--- src/rtl/cfg_pkg.sv ---
package cfg_pkg;
  localparam int unsigned CFG_WRITES   = 10;
  localparam logic [7:0]  CFG_DEV_ADDR = 8'h34;
  localparam int unsigned SYNC_STAGES  = 2;

  typedef enum logic [3:0] {
    ST_IDLE_HI,  // both released, one phase
    ST_SDA_DN,   // start: sda low, scl high
    ST_SCL_DN,   // start: scl low
    ST_BIT_SET,
    ST_BIT_HI,
    ST_BIT_LO,
    ST_ACK_WAIT,
    ST_ACK_HI,
    ST_ACK_LO,
    ST_ACK_IDLE,
    ST_ACK_REL,
    ST_FINISHED
  } seq_st_e;
endpackage

--- src/rtl/cfg_sync2.sv ---
module cfg_sync2 #(
  parameter logic RST_VAL = 1'b1
) (
  input  logic clk_i,
  input  logic rst_ni,
  input  logic d_i,
  output logic q_o
);
  logic [1:0] ff_q;

  always_ff @(posedge clk_i or negedge rst_ni) begin
    if (!rst_ni) ff_q <= {2{RST_VAL}};
    else         ff_q <= {ff_q[0], d_i};
  end

  assign q_o = ff_q[1];
endmodule

--- src/rtl/cfg_phase_timer.sv ---
module cfg_phase_timer #(
  parameter int unsigned SHORT_CYC = 32,
  parameter int unsigned LONG_CYC  = 128,
  parameter int unsigned SETTLE    = 2
) (
  input  logic clk_i,
  input  logic rst_ni,
  input  logic clr_i,
  input  logic long_i,
  output logic expire_o,
  output logic settle_o
);
  localparam int unsigned MAX_CYC = (LONG_CYC > SHORT_CYC) ? LONG_CYC : SHORT_CYC;
  localparam int unsigned CNT_W   = $clog2(MAX_CYC + 1);

  logic [CNT_W-1:0] cnt_q, lim;

  assign lim      = long_i ? CNT_W'(LONG_CYC - 1) : CNT_W'(SHORT_CYC - 1);
  assign expire_o = (cnt_q == lim);
  assign settle_o = (cnt_q >= CNT_W'(SETTLE));

  always_ff @(posedge clk_i or negedge rst_ni) begin
    if (!rst_ni)                 cnt_q <= '0;
    else if (clr_i || expire_o)  cnt_q <= '0;
    else                         cnt_q <= cnt_q + 1'b1;
  end

  // a phase never runs past its window
  a_r4_cnt_in_window: assert property (@(posedge clk_i) disable iff (!rst_ni)
    cnt_q <= lim);
endmodule

--- src/rtl/cfg_rom.sv ---
module cfg_rom
  import cfg_pkg::*;
#(
  parameter int unsigned IDX_W = $clog2(CFG_WRITES)
) (
  input  logic [IDX_W-1:0] idx_i,
  output logic [7:0]       reg_o,
  output logic [7:0]       dat_o
);
  always_comb begin
    case (idx_i)
      IDX_W'(0): {reg_o, dat_o} = {8'h0C, 8'h02};
      IDX_W'(1): {reg_o, dat_o} = {8'h0E, 8'h03};
      IDX_W'(2): {reg_o, dat_o} = {8'h00, 8'h17};
      IDX_W'(3): {reg_o, dat_o} = {8'h02, 8'h17};
      IDX_W'(4): {reg_o, dat_o} = {8'h04, 8'h79};
      IDX_W'(5): {reg_o, dat_o} = {8'h06, 8'h79};
      IDX_W'(6): {reg_o, dat_o} = {8'h0A, 8'h00};
      IDX_W'(7): {reg_o, dat_o} = {8'h08, 8'h12};
      IDX_W'(8): {reg_o, dat_o} = {8'h10, 8'hA0};
      IDX_W'(9): {reg_o, dat_o} = {8'h12, 8'h01};
      default:   {reg_o, dat_o} = 16'h0000;
    endcase
  end
endmodule

--- src/rtl/codec_cfg_seq.sv ---
module codec_cfg_seq
  import cfg_pkg::*;
#(
  parameter int unsigned PHASE_CYC   = 32,
  parameter int unsigned ACK_REL_CYC = 128,
  parameter int unsigned ERR_W       = 8
) (
  input  logic             clk_i,
  input  logic             rst_ni,
  input  logic             sda_i,
  output logic             scl_oe_o,
  output logic             sda_oe_o,
  output logic             done_o,
  output logic [ERR_W-1:0] err_cnt_o
);
  localparam int unsigned IDX_W = $clog2(CFG_WRITES);
  localparam logic [IDX_W-1:0] LAST_IDX = IDX_W'(CFG_WRITES - 1);

  seq_st_e          st_q, st_d;
  logic [IDX_W-1:0] idx_q, idx_d;
  logic [1:0]       byte_q, byte_d;
  logic [2:0]       bit_q, bit_d;
  logic             ack_q, ack_d;
  logic [ERR_W-1:0] err_q, err_d;
  logic             done_q, done_d;
  logic             restart;

  logic       sda_s, tm_exp, tm_settle, tm_clr, ack_seen_now;
  logic [7:0] rom_reg, rom_dat, tx_byte;
  logic       cur_bit;

  cfg_sync2 #(.RST_VAL(1'b1)) u_sync (
    .clk_i(clk_i), .rst_ni(rst_ni), .d_i(sda_i), .q_o(sda_s)
  );

  assign tm_clr = (st_d != st_q);

  cfg_phase_timer #(
    .SHORT_CYC(PHASE_CYC), .LONG_CYC(ACK_REL_CYC), .SETTLE(SYNC_STAGES)
  ) u_timer (
    .clk_i(clk_i), .rst_ni(rst_ni), .clr_i(tm_clr),
    .long_i(st_q == ST_ACK_REL), .expire_o(tm_exp), .settle_o(tm_settle)
  );

  cfg_rom #(.IDX_W(IDX_W)) u_rom (
    .idx_i(idx_q), .reg_o(rom_reg), .dat_o(rom_dat)
  );

  always_comb begin
    case (byte_q)
      2'd0:    tx_byte = CFG_DEV_ADDR;
      2'd1:    tx_byte = rom_reg;
      default: tx_byte = rom_dat;
    endcase
  end
  assign cur_bit = tx_byte[bit_q];

  // masked until the synchronizer has flushed our own last bit
  assign ack_seen_now = tm_settle && !sda_s;

  always_comb begin
    st_d    = st_q;
    idx_d   = idx_q;
    byte_d  = byte_q;
    bit_d   = bit_q;
    ack_d   = ack_q;
    err_d   = err_q;
    done_d  = 1'b0;
    restart = 1'b0;
    case (st_q)
      ST_IDLE_HI: if (tm_exp) st_d = ST_SDA_DN;
      ST_SDA_DN:  if (tm_exp) st_d = ST_SCL_DN;
      ST_SCL_DN: if (tm_exp) begin
        st_d   = ST_BIT_SET;
        byte_d = 2'd0;
        bit_d  = 3'd7;
      end
      ST_BIT_SET: if (tm_exp) st_d = ST_BIT_HI;
      ST_BIT_HI:  if (tm_exp) st_d = ST_BIT_LO;
      ST_BIT_LO: if (tm_exp) begin
        if (bit_q == 3'd0) begin
          st_d  = ST_ACK_WAIT;
          ack_d = 1'b0;
        end else begin
          st_d  = ST_BIT_SET;
          bit_d = bit_q - 1'b1;
        end
      end
      ST_ACK_WAIT: begin
        if (ack_seen_now) ack_d = 1'b1;
        if (tm_exp) begin
          if (ack_q || ack_seen_now) st_d = ST_ACK_HI;
          else                       restart = 1'b1;
        end
      end
      ST_ACK_HI:   if (tm_exp) st_d = ST_ACK_LO;
      ST_ACK_LO:   if (tm_exp) st_d = ST_ACK_IDLE;
      ST_ACK_IDLE: if (tm_exp) st_d = ST_ACK_REL;
      ST_ACK_REL: begin
        if (sda_s) begin
          bit_d = 3'd7;
          if (byte_q == 2'd2) begin
            if (idx_q == LAST_IDX) begin
              st_d   = ST_FINISHED;
              done_d = 1'b1;
            end else begin
              idx_d = idx_q + 1'b1;
              st_d  = ST_IDLE_HI;
            end
          end else begin
            byte_d = byte_q + 1'b1;
            st_d   = ST_BIT_SET;
          end
        end else if (tm_exp) begin
          restart = 1'b1;
        end
      end
      ST_FINISHED: ;
      default: st_d = ST_IDLE_HI;
    endcase
    if (restart) begin
      st_d   = ST_IDLE_HI;
      idx_d  = '0;
      byte_d = 2'd0;
      bit_d  = 3'd7;
      err_d  = err_q + 1'b1;
    end
  end

  always_ff @(posedge clk_i or negedge rst_ni) begin
    if (!rst_ni) begin
      st_q   <= ST_IDLE_HI;
      idx_q  <= '0;
      byte_q <= 2'd0;
      bit_q  <= 3'd7;
      ack_q  <= 1'b0;
      err_q  <= '0;
      done_q <= 1'b0;
    end else begin
      st_q   <= st_d;
      idx_q  <= idx_d;
      byte_q <= byte_d;
      bit_q  <= bit_d;
      ack_q  <= ack_d;
      err_q  <= err_d;
      done_q <= done_d;
    end
  end

  always_comb begin
    case (st_q)
      ST_SCL_DN, ST_BIT_SET, ST_BIT_LO, ST_ACK_WAIT,
      ST_ACK_LO, ST_ACK_IDLE, ST_ACK_REL:           scl_oe_o = 1'b1;
      default:                                      scl_oe_o = 1'b0;
    endcase
    case (st_q)
      ST_SDA_DN, ST_SCL_DN:                 sda_oe_o = 1'b1;
      ST_BIT_SET, ST_BIT_HI, ST_BIT_LO:     sda_oe_o = !cur_bit;
      default:                              sda_oe_o = 1'b0;
    endcase
  end

  assign done_o    = done_q;
  assign err_cnt_o = err_q;

  // with SCL released, SDA may only move to a pull (start), never release (stop)
  a_r5_no_stop: assert property (@(posedge clk_i) disable iff (!rst_ni)
    (!scl_oe_o && !$past(scl_oe_o) && (sda_oe_o != $past(sda_oe_o))) |-> sda_oe_o);

  // error count moves only by single increments
  a_r8_err_step: assert property (@(posedge clk_i) disable iff (!rst_ni)
    (err_cnt_o != $past(err_cnt_o)) |-> (err_cnt_o == ERR_W'($past(err_cnt_o) + 1'b1)));

  // done is a single-cycle pulse
  a_r9_done_pulse: assert property (@(posedge clk_i) disable iff (!rst_ni)
    done_o |=> !done_o);

  // bus released once the list is finished
  a_r9_idle_after_done: assert property (@(posedge clk_i) disable iff (!rst_ni)
    $past(done_o) |-> (!scl_oe_o && !sda_oe_o));

  // write index never leaves the ROM
  a_r3_idx_range: assert property (@(posedge clk_i) disable iff (!rst_ni)
    idx_q <= LAST_IDX);
endmodule

--- config.mk ---
export PLATFORM = sky130hd
export DESIGN_NAME = codec_cfg_seq
export DESIGN_NICKNAME = d
export VERILOG_FILES = /design/src/rtl/cfg_pkg.sv /design/src/rtl/cfg_sync2.sv /design/src/rtl/cfg_phase_timer.sv /design/src/rtl/cfg_rom.sv /design/src/rtl/codec_cfg_seq.sv
export SDC_FILE = /design/constraint.sdc
export NUM_CORES = 1
export LEC_CHECK = 0
export BUFFER_PORTS_ARGS = -buffer_cell sky130_fd_sc_hd__buf_2
export CAP_MARGIN = 30
export CORE_ASPECT_RATIO = 2
export CORE_MARGIN = 2
export CORE_UTILIZATION = 57
export CTS_BUF_LIST = sky130_fd_sc_hd__clkbuf_8
export DETAILED_ROUTE_END_ITERATION = 16
export PLACE_DENSITY = 0.74
export SETUP_SLACK_MARGIN = 0.02
export SYNTH_ARGS = -nofsm -noshare
export SYNTH_HDL_FRONTEND = slang
export SYNTH_SLANG_ARGS = --single-unit
export TNS_END_PERCENT = 50
--- constraint.sdc ---
create_clock -name clk_i -period 2.16 [get_ports clk_i]
set_clock_uncertainty 0.1 [all_clocks]
set_input_delay 0.108 -clock clk_i [delete_from_list [all_inputs] [get_ports clk_i]]
set_output_delay 0.108 -clock clk_i [all_outputs]
set_load 0.02 [all_outputs]
==> flow_metrics.py, run 1 <==
metrics = {
    "routing": {
        "routed_via_density": 5.914,
        "wirelength_um": 6220,
        "wl_per_cell_um": 17.82,
        "drtIter0Drc": 63,
        "antenna_left": 0,
        "post-route-drc-count": 0,
        "dr_total_vias": 2064,
        "drt-pass1-iter-count": 4,
    },
    "final_layout": {
        "fin_util_pct": 78.00,
        "area_growth_pct": 31.08,
        "final_cell_mix": "buf_4 (41), nor2_1 (26), dfrtp_1 (21)",
        "antenna_cells": 0,
        "multi_input_area_um2": 1578,
        "drive_gt1_share_pct": 39.60,
        "fin_nets": 318,
        "fillCellCount": 267,
        "register_area_um2": 840.8,
        "final_common_cell": "buf_4",
    },
    "timing": {
        "finalSetupTns_ns": -0.08265,
        "period_needed_ns": 2.234,
        "worst_pin_slew_ns": 0.7387,
        "relSlewSlack_pct": 50.76,
        "slew_violations": 0,
        "grt_setup_unrepaired": "true",
        "finalHoldViolCount": 0,
        "fin_crit_sh_pct": 103.4,
        "finalSetupViolations": 2,
        "setup_slack_ns": -0.07369,
        "max_freq_mhz": 447.7,
    },
    "floorplanning": {
        "num_rows": 32,
        "core_area_um2": 3884,
        "die_h_um": 94.05,
        "ios": 14,
        "start_util_pct": 59.50,
        "dieWidth_um": 49.03,
        "die_area_um2": 4611,
    },
    "power": {
        "seqPwrFrac_pct": 57.3,
        "leakage_nw": 1.314,
        "p_clk_share_pct": 40.8,
        "switching_share_pct": 22.19,
        "peakVddDrop_mv": 0.4625,
        "switchingPower_mw": 0.2409,
        "p_per_area_nw_per_um2": 358.5,
        "internal_power_mw": 0.8450,
        "pwr-share-comb_pct": 1.9,
        "design_power_total_mw": 1.086,
    },
    "clock_tree": {
        "htree_levels": 2,
        "cts_tree": "built",
        "cts_buffers": 5,
        "cts_max_path_buffers": 2,
        "clk_pin_slew_ns": 0.07,
        "cts_num_sinks": 33,
        "clkLatencyLatePin_ns": 0.29,
        "cts_root_buf": "clkbuf_8",
    },
    "grt": {
        "antenna_found_initial": 0,
        "grt_max_degree": 34,
        "grt_usage_pct": 27.44,
        "grt_pass1_wl_um": 9501,
        "grt.overflow.total": 0,
        "grt_pass1_vias": 2043,
    },
    "critical_path": {
        "critPathCapture": "sda_oe_o",
        "end_kind": "primary output",
        "critPathLaunch": "byte_q[1]$_DFFE_PN0P_",
        "cp-start-kind": "flop",
        "rr_worst_depth": 5,
        "cp.depth": 8,
        "required_ns": 1.95,
        "cpPeakStageDelay_ns": 0.37,
        "rrSetupSlack_ns": -0.01,
        "critPathTopFamily": "compound AO/OA/AOI/OAI gates",
        "r2r-start": "st_q[2]$_DFF_PN0_",
        "r2r_end": "st_q[1]$_DFF_PN0_",
        "crit_fanout": 5,
        "crit_slowest_cell": "dfrtp_1",
        "crit_type": "flop to primary output",
        "worst-path-buf-inv": 3,
        "cp_cell_sequence": "inv_1, buf_4, ha_4, a311o_1, o21ai_2, a221oi_2, nor4_2, buf_2",
        "crit_arrival_ns": 2.03,
    },
    "synth": {
        "synth.distinct_cells": 60,
        "ys.flop_type": "dfrtp_1",
        "synth_area_um2": 2311,
        "ys_ff_latch": 33,
        "synth-edff-count": 0,
        "syn_avg_cell_area_um2": 9.394,
        "ys_seq_area_share_pct": 36.00,
        "synth_cells": 246,
        "syn_nets": 267,
        "yosysWarnings": 0,
        "postSynth.asyncResetShare_pct": 100.0,
    },
    "placed_design": {
        "place.gp.congestion": 0.9313,
        "dp_hpwl_um": 4357,
        "port-buffer-count": 13,
    },
    "worst_hold_path": {
        "hold_start": "u_sync.ff_q[0]$_DFF_PN1_",
        "holdCritPathClass": "flop to flop",
    },
    "outcome": {
        "violations": "negative setup slack",
        "outcome": "finished, violations left",
    },
    "job": {
        "max_cap_viol_count": 0,
    },
}
[synthesized netlist by cell type (all sizes together) (3+ instances only)]
| library cell | count | share of area [%] |
|---|---|---|
| xor2 | 4 | 1.5 |
| buf | 5 | 1.5 |
| o211ai | 3 | 0.97 |
| nor2 | 27 | 4.4 |
| nand2 | 13 | 2.2 |
| nand4 | 4 | 1.1 |
| dfstp | 5 | 5.7 |
| and2 | 5 | 1.4 |
| clkbuf | 8 | 1.3 |
| nor2b | 5 | 1.4 |
| nor3 | 3 | 0.65 |
| a2111oi | 3 | 1.9 |
| mux2i | 4 | 1.7 |
| ha | 18 | 9.7 |
| dfrtp | 28 | 30 |
| a21oi | 13 | 3.0 |
| inv | 16 | 2.6 |
| nand3 | 11 | 2.4 |
| a31oi | 3 | 0.81 |
| nor4 | 3 | 1.7 |
| or3 | 3 | 0.81 |
| o21ai | 9 | 1.9 |
| a211oi | 3 | 0.97 |
| mux2 | 5 | 2.4 |
| xnor2 | 12 | 4.9 |
[sequential cells by signal (all words and copies together) (netlist names)]
| signal | flops |
|---|---|
| err_cnt_o | 8 |
| u_timer.cnt_q | 8 |
| idx_q | 4 |
| st_q | 4 |
| bit_q | 3 |
| byte_q | 2 |
| u_sync.ff_q | 2 |
| ack_q | 1 |
| done_o | 1 |
[kinds of logic (layout without fill, tap and decap cells)]
family | after synthesis | count (layout) | synth area share, %
simple gates | 91 | 91 | 22.47
compound gates | 49 | 49 | 15.43
flops | 33 | 33 | 36.00
buf+inv | 29 | 81 | 5.360
fa+ha+maj | 19 | 19 | 10.18
xor+xnor | 16 | 16 | 6.389
mux | 9 | 9 | 4.169
[per-layer routing]
layer / vias up / global-route usage (%) / share of wire (%)
met3: 19 / 3.503 / 3.1
met5: - / 0 / 0
li1: 984 / - / -
met1: 1001 / 26.53 / 35
met2: 60 / 55.25 / 58
met4: 0 / 12.38 / 3.7
[worst min-delay path by stage]
stage / endpoint / cells past startpoint
2_1_floorplan: ack_q$_DFFE_PN0P_ / 0
3_3_place_gp: err_cnt_o[4]$_DFFE_PN0P_ / 1
3_5_place_dp: err_cnt_o[5]$_DFFE_PN0P_ / 1
4_1_cts: u_sync.ff_q[1]$_DFF_PN1_ / 0
5_1_grt: u_sync.ff_q[1]$_DFF_PN1_ / 0
6_report: u_sync.ff_q[1]$_DFF_PN1_ / 0
[cell type report]
class | count | area share, %
multi-input cells | 184 | 52.09
flip-flops and latches | 33 | 27.76
repair buffers | 57 | 13.34
clock buffers | 5 | 2.272
well taps | 51 | 2.107
inverters | 16 | 1.983
clock inverters | 3 | 0.4544
[metrics by stage]
stage                     instances  setup WS (ns)  cell area, um2  hold slack [ns]
after floorplan                 246       -0.03256            2317          -0.2876
after global placement          335       -0.07168            2668          0.09622
after detailed placement        335       -0.09562            2668          0.09855
after CTS                       346       -0.04985            2895           0.2582
after global routing            349        -0.1920            3029           0.2601
final                           349       -0.07369            3029           0.2570
[timing repair]
| item | 4_1_cts | 5_1_grt |
|---|---|---|
| pin swaps | 2 | 6 |
| resized for setup | 29 | 29 |
| endpoints found under the hold margin | 29 | 0 |
| hold buffers | 2 | 0 |
| setup endpoints to repair | 10 | 27 |
| setup buffers | 1 | 3 |
| gates cloned | 0 | 0 |
[worst register-to-register path, stage by stage, from the launching register on]
cell and delay (ns):
dfrtp_2 0.47, nand4bb_4 0.28, mux2i_2 0.20, or3_4 0.45
o311a_1 0.30, o31a_1 0.25
[power groups by stage]
stage	Combinational [mW]	Sequential [mW]	Clock (mW)
2_1_floorplan	0.00110	0.634	0
3_3_place_gp	0.0174	0.633	0
3_5_place_dp	0.0175	0.633	0
4_1_cts	0.0203	0.622	0.445
6_report	0.0209	0.622	0.443
5_1_grt	0.0244	0.622	0.470
Power figures use the tool's default switching activity.
==> run 2, diff against run 1 <==
--- a/config.mk
+++ b/config.mk
@@ -12,8 +12,9 @@
 export CORE_UTILIZATION = 57
 export CTS_BUF_LIST = sky130_fd_sc_hd__clkbuf_8
 export DETAILED_ROUTE_END_ITERATION = 16
-export PLACE_DENSITY = 0.74
+export PLACE_DENSITY_LB_ADDON = 0.2
 export SETUP_SLACK_MARGIN = 0.02
+export SKIP_LAST_GASP = 1
 export SYNTH_ARGS = -nofsm -noshare
 export SYNTH_HDL_FRONTEND = slang
 export SYNTH_SLANG_ARGS = --single-unit
==> run 2 against run 1 <==
Worst hold slack gained 0.0090 ns. Maximum frequency is 3.6% lower. Register-to-register slack improved by 0.02 ns. Total power up 1.2%. Sequential cell count did not move. Routed wire length grew 1.7%. The run still ends with negative setup slack left. Sequential share of layout area fell by 0.57 points. Cell area up 2.1%. Highest routed layer unchanged. Clock-buffer cell count stayed put. Largest cell class unchanged.
==> flow_metrics.py, run 2 (synthesized netlist as in run 1, its figures left out) <==
metrics = {
    "outcome": {
        "outcome": "finished, violations left",
        "violations": "negative setup slack",
    },
    "final_layout": {
        "fillCellCount": 256,
        "final_common_cell": "buf_4",
        "final_cells": 360,
        "drive_gt1_share_pct": 39.81,
        "final_cell_mix": "buf_4 (49), nor2_1 (26), dfrtp_1 (21)",
        "area_growth_pct": 33.84,
        "fin_util_pct": 79.64,
        "fin_nets": 329,
        "antenna_cells": 0,
    },
    "critical_path": {
        "rrSetupSlack_ns": 0.01,
        "end_kind": "primary output",
        "crit_fanout": 6,
        "cp-start-kind": "flop",
        "crit_type": "flop to primary output",
        "r2r_end": "byte_q[1]$_DFFE_PN0P_",
        "required_ns": 1.95,
        "r2r-start": "u_timer.cnt_q[1]$_DFF_PN0_",
        "rr_worst_depth": 6,
        "crit_arrival_ns": 2.11,
    },
    "clock_tree": {
        "cts_tree": "built",
        "cts_num_sinks": 33,
        "htree_levels": 2,
        "cts_buffers": 5,
        "clk_pin_slew_ns": 0.07,
        "clkLatencyLatePin_ns": 0.29,
        "cts_root_buf": "clkbuf_8",
        "cts_max_path_buffers": 2,
    },
    "grt": {
        "grt_pass1_wl_um": 9577,
        "grt_pass1_vias": 2120,
        "grt_usage_pct": 27.82,
        "grt.overflow.total": 0,
        "antenna_found_initial": 0,
        "grt_max_degree": 34,
    },
    "routing": {
        "drt-pass1-iter-count": 4,
        "post-route-drc-count": 0,
        "antenna_left": 0,
        "drtIter0Drc": 39,
        "wirelength_um": 6324,
        "routed_via_density": 5.739,
        "wl_per_cell_um": 17.57,
        "dr_total_vias": 2066,
    },
    "power": {
        "p_per_area_nw_per_um2": 355.3,
        "leakage_nw": 1.369,
        "peakVddDrop_mv": 0.4556,
    },
    "floorplanning": {
        "core_area_um2": 3884,
        "die_area_um2": 4611,
        "ios": 14,
        "num_rows": 32,
        "die_h_um": 94.05,
        "start_util_pct": 59.50,
        "dieWidth_um": 49.03,
    },
    "placed_design": {
        "pre_cts_slack_ns": -0.04817,
        "dp.cells": 332,
        "place.gp.congestion": 0.8854,
        "dp_hpwl_um": 4232,
        "port-buffer-count": 13,
    },
    "job": {
        "max_cap_viol_count": 0,
    },
    "timing": {
        "period_needed_ns": 2.316,
        "max_freq_mhz": 431.8,
        "grt_setup_unrepaired": "true",
        "fin_crit_sh_pct": 107.2,
        "finalHoldViolCount": 0,
        "relSlewSlack_pct": 51.20,
        "worst_pin_slew_ns": 0.7321,
        "setup_slack_ns": -0.1561,
        "slew_violations": 0,
        "finalSetupViolations": 1,
    },
    "worst_hold_path": {
        "min_delay_worst_endpoint": "u_sync.ff_q[1]$_DFF_PN1_",
        "whs_path_depth": 0,
        "hold_start": "u_sync.ff_q[0]$_DFF_PN1_",
        "holdCritPathClass": "flop to flop",
    },
}
## run 2: changes by cell type in the layout (fill, tap and decap cells not counted), sizes merged
| cell | change |
|---|---|
| buf | +11 |
| clkinvlp | +1 |
| inv | -1 |
## run 2: repair_timing
| item | in CTS | in global routing |
|---|---|---|
| hold buffers | 2 | 0 |
| buffers inserted | 10 | 7 |
| gates cloned | 0 | 1 |
| pin swaps | 3 | 8 |
| hold endpoints to repair | 29 | 0 |
| gates resized for setup | 28 | 22 |
| endpoints found under the setup margin | 16 | 23 |
## run 2: per-layer routing
metal,track usage [%],wire (um)
met4,19.29,289
met2,56.62,3759
met1,23.44,2172
met5,0,0
met3,3.503,102
## run 2: area by class of cell
cell class / instances / area, um2 / area share, %
clock buffers: 5 / 68.82 / 2.225
clock inverters: 3 / 17.52 / 0.5663
inverters: 16 / 60.06 / 1.942
multi-input cells: 184 / 1550 / 50.12
flip-flops and latches: 33 / 840.8 / 27.18
well taps: 51 / 63.81 / 2.063
repair buffers: 68 / 491.7 / 15.90
## run 2: report_power, final
group	internal [mW]	switching, mW	total [mW]
logic	0.00519	0.0141	0.0193
clock network	0.222	0.235	0.457
registers	0.621	0.00128	0.623
## run 2: metrics by stage
stage	setup TNS [ns]	instance area [um2]	power (mW)	hold slack, ns
final	-0.1561	3093	1.099	0.2660
after global routing	-0.3986	3093	1.135	0.2638
after CTS	-0.08814	2947	1.108	0.2686
after detailed placement	-0.09480	2645	0.6511	0.09812
after global placement	-0.07778	2645	0.6509	0.1006
after floorplan	-0.03256	2317	0.6353	-0.2876
## run 2: worst max path at each step
stage / to / slack (ns) / from
after floorplan: sda_oe_o / -0.03 / idx_q[2]$_DFFE_PN0P_
after global placement: sda_oe_o / -0.08 / byte_q[0]$_DFFE_PN0P_
after detailed placement: sda_oe_o / -0.05 / idx_q[1]$_DFFE_PN0P_
after CTS: sda_oe_o / -0.09 / byte_q[0]$_DFFE_PN0P_
after global routing: sda_oe_o / -0.18 / byte_q[0]$_DFFE_PN0P_
final: sda_oe_o / -0.16 / byte_q[0]$_DFFE_PN0P_
## run 2: worst max-delay path, cell delays in order, from the launching register on
cell,delay [ns]
dfrtp_2,0.45
ha_4,0.17
buf_4,0.15
a311o_1,0.32
o21ai_2,0.18
a221oi_2,0.09
nor4_2,0.25
buf_2,0.20
==> run 3, diff against run 2 <==
--- a/config.mk
+++ b/config.mk
@@ -5,14 +5,14 @@
 export SDC_FILE = /design/constraint.sdc
 export NUM_CORES = 1
 export LEC_CHECK = 0
-export BUFFER_PORTS_ARGS = -buffer_cell sky130_fd_sc_hd__buf_2
+export BUFFER_PORTS_ARGS = -buffer_cell sky130_fd_sc_hd__clkbuf_2
 export CAP_MARGIN = 30
 export CORE_ASPECT_RATIO = 2
 export CORE_MARGIN = 2
 export CORE_UTILIZATION = 57
 export CTS_BUF_LIST = sky130_fd_sc_hd__clkbuf_8
 export DETAILED_ROUTE_END_ITERATION = 16
-export PLACE_DENSITY_LB_ADDON = 0.2
+export PLACE_DENSITY_LB_ADDON = 0.3
 export SETUP_SLACK_MARGIN = 0.02
 export SKIP_LAST_GASP = 1
 export SYNTH_ARGS = -nofsm -noshare
==> run 3 against run 2 <==
The flow still finishes with violations (negative setup slack). Sequential share of layout area fell by 0.11 points. Utilization fell by 0.16 points. Critical endpoint unchanged. Combinational power rose by 3%. Largest cell class unchanged. Cell area fell by 0.20%.
==> flow_metrics.py, run 3 (synthesized netlist as in run 1, its figures left out) <==
metrics = {
    "worst_hold_path": {
        "holdCritPathClass": "flop to flop",
    },
    "final_layout": {
        "fillCellCount": 252,
        "fin_util_pct": 79.48,
        "area_growth_pct": 33.57,
        "final_cells": 354,
        "multi_input_area_um2": 1565,
        "antenna_cells": 0,
        "register_area_um2": 835.8,
        "drive_gt1_share_pct": 37.95,
        "final_common_cell": "buf_4",
        "fin_area_um2": 3087,
        "fin_nets": 323,
        "final_cell_mix": "buf_4 (43), nor2_1 (26), dfrtp_1 (25)",
    },
    "clock_tree": {
        "clk_pin_slew_ns": 0.06,
        "cts_num_sinks": 33,
        "clkLatencyLatePin_ns": 0.29,
        "htree_levels": 2,
        "cts_root_buf": "clkbuf_8",
        "cts_tree": "built",
        "cts_buffers": 5,
        "cts_max_path_buffers": 2,
    },
    "power": {
        "pwr-share-comb_pct": 1.8,
        "p_per_area_nw_per_um2": 359.5,
        "design_power_total_mw": 1.110,
        "switching_share_pct": 20.96,
        "switchingPower_mw": 0.2326,
        "internal_power_mw": 0.8770,
        "seqPwrFrac_pct": 56.1,
        "p_clk_share_pct": 42.1,
        "peakVddDrop_mv": 0.4432,
        "leakage_nw": 1.351,
    },
    "grt": {
        "grt_pass1_vias": 2119,
        "grtUsageMet3_pct": 2.548,
        "top_usage_layer": "met2",
        "grt_pass1_wl_um": 9542,
        "grt_max_degree": 34,
        "use_met2_pct": 53.88,
        "grt_usage_pct": 27.28,
        "antenna_found_initial": 0,
        "met1_usage_pct": 25.73,
        "grt.overflow.total": 0,
    },
    "critical_path": {
        "cp-start-kind": "flop",
        "cpPeakStageDelay_ns": 0.43,
        "worst-path-buf-inv": 2,
        "crit_arrival_ns": 2.06,
        "crit_fanout": 4,
        "end_kind": "primary output",
        "required_ns": 1.95,
        "crit_type": "flop to primary output",
        "critPathTopFamily": "compound AO/OA/AOI/OAI gates",
        "crit_slowest_cell": "dfrtp_1",
        "cp_cell_sequence": "buf_4, ha_1, a2111oi_4, o21ai_2, a221oi_2, nor4_2, buf_4",
        "crit_top_cell": "buf_4",
    },
    "routing": {
        "drt-pass1-iter-count": 4,
        "wirelength_um": 5901,
        "dr_total_vias": 2068,
        "routed_via_density": 5.842,
        "post-route-drc-count": 0,
        "antenna_left": 0,
        "wl_per_cell_um": 16.67,
        "drtIter0Drc": 44,
    },
    "floorplanning": {
        "die_area_um2": 4611,
        "num_rows": 32,
        "core_area_um2": 3884,
        "dieWidth_um": 49.03,
        "die_h_um": 94.05,
        "ios": 14,
        "start_util_pct": 59.50,
    },
    "placed_design": {
        "dp.cells": 335,
        "dpl_cell_area_um2": 2668,
        "place.gp.congestion": 0.9450,
        "dp_hpwl_um": 4055,
        "port-buffer-count": 13,
    },
    "timing": {
        "fin_crit_sh_pct": 104.9,
        "finalSetupViolations": 16,
        "relSlewSlack_pct": 44.85,
        "period_needed_ns": 2.266,
        "finalHoldViolCount": 0,
        "max_freq_mhz": 441.3,
        "grt_setup_unrepaired": "true",
        "worst_pin_slew_ns": 0.8272,
        "setup_slack_ns": -0.1058,
        "slew_violations": 0,
        "timing.hold.ws_ns": 0.2581,
    },
    "job": {
        "max_cap_viol_count": 0,
    },
    "outcome": {
        "violations": "negative setup slack",
        "outcome": "finished, violations left",
    },
}
run 3: cell count changes in the layout (fill, tap and decap cells not counted), moves of 4 or more:
cell      before  now
buf_2         14    0
buf_4         49   43
clkbuf_2       0   12
dfrtp_1       21   25
dfrtp_2        7    3
run 3: cell type report:
class	count	area share, %
Clock inverter	2	0.2432
Inverter	16	1.946
Clock buffer	6	2.675
Multi-Input combinational cell	184	50.71
Sequential cell	33	27.08
Tap cell	51	2.067
Timing Repair Buffer	62	15.28
run 3: worst register-to-register path, delay by kind of cell, from the launching register on:
kind | cells | cell delay, ns
DFF | 1 | 0.39
buffers and inverters | 2 | 0.22
muxes | 1 | 0.29
and+or+nand+nor | 2 | 0.54
AOI/OAI and AO/OA | 1 | 0.41
adders and majority gates | 1 | 0.18
run 3: layer usage:
layer | up-vias | share of wire, % | wire, um
li1 | 990 | - | -
met1 | 1015 | 36 | 2119
met2 | 44 | 58 | 3396
met3 | 19 | 2.2 | 127
met4 | 0 | 4.4 | 258
met5 | - | 0 | 0
run 3: power by group through the flow:
stage | combinational (mW) | sequential [mW] | clock, mW
global placement | 0.0174 | 0.634 | 0
detailed placement | 0.0180 | 0.634 | 0
finish | 0.0199 | 0.623 | 0.467
floorplan | 0.00110 | 0.634 | 0
global route | 0.0239 | 0.623 | 0.499
CTS | 0.0208 | 0.623 | 0.479
run 3: path summary, 6_finish.rpt:
path	end	slack (ns)	depth (start not counted)	startpoint
setup reg to reg	err_cnt_o[1]$_DFFE_PN0P_	-0.08	7	u_timer.cnt_q[0]$_DFF_PN0_
max in group asynchronous	st_q[2]$_DFF_PN0_	1.03	2	rst_ni
hold reg to reg	u_sync.ff_q[1]$_DFF_PN1_	0.26	0	u_sync.ff_q[0]$_DFF_PN1_
setup / recovery	sda_oe_o	-0.11	7	idx_q[1]$_DFFE_PN0P_
min in group asynchronous	err_cnt_o[2]$_DFFE_PN0P_	0.35	2	rst_ni
hold / removal	u_sync.ff_q[1]$_DFF_PN1_	0.26	0	u_sync.ff_q[0]$_DFF_PN1_
run 3: what timing repair did:
action | CTS | global route
pin swaps | 4 | 14
endpoints found under the hold margin | 29 | 0
setup endpoints to repair | 10 | 21
hold buffers | 2 | 0
setup buffers | 3 | 5
resized for setup | 23 | 33
cloned | 0 | 1
run 3: metrics by stage:
stage	setup TNS, ns	setup WS [ns]
after detailed placement	-0.1627	-0.08103
after floorplan	-0.03256	-0.03256
after global routing	-2.047	-0.2014
after global placement	-0.03896	-0.03896
final	-0.6564	-0.1058
after CTS	-0.1013	-0.07995
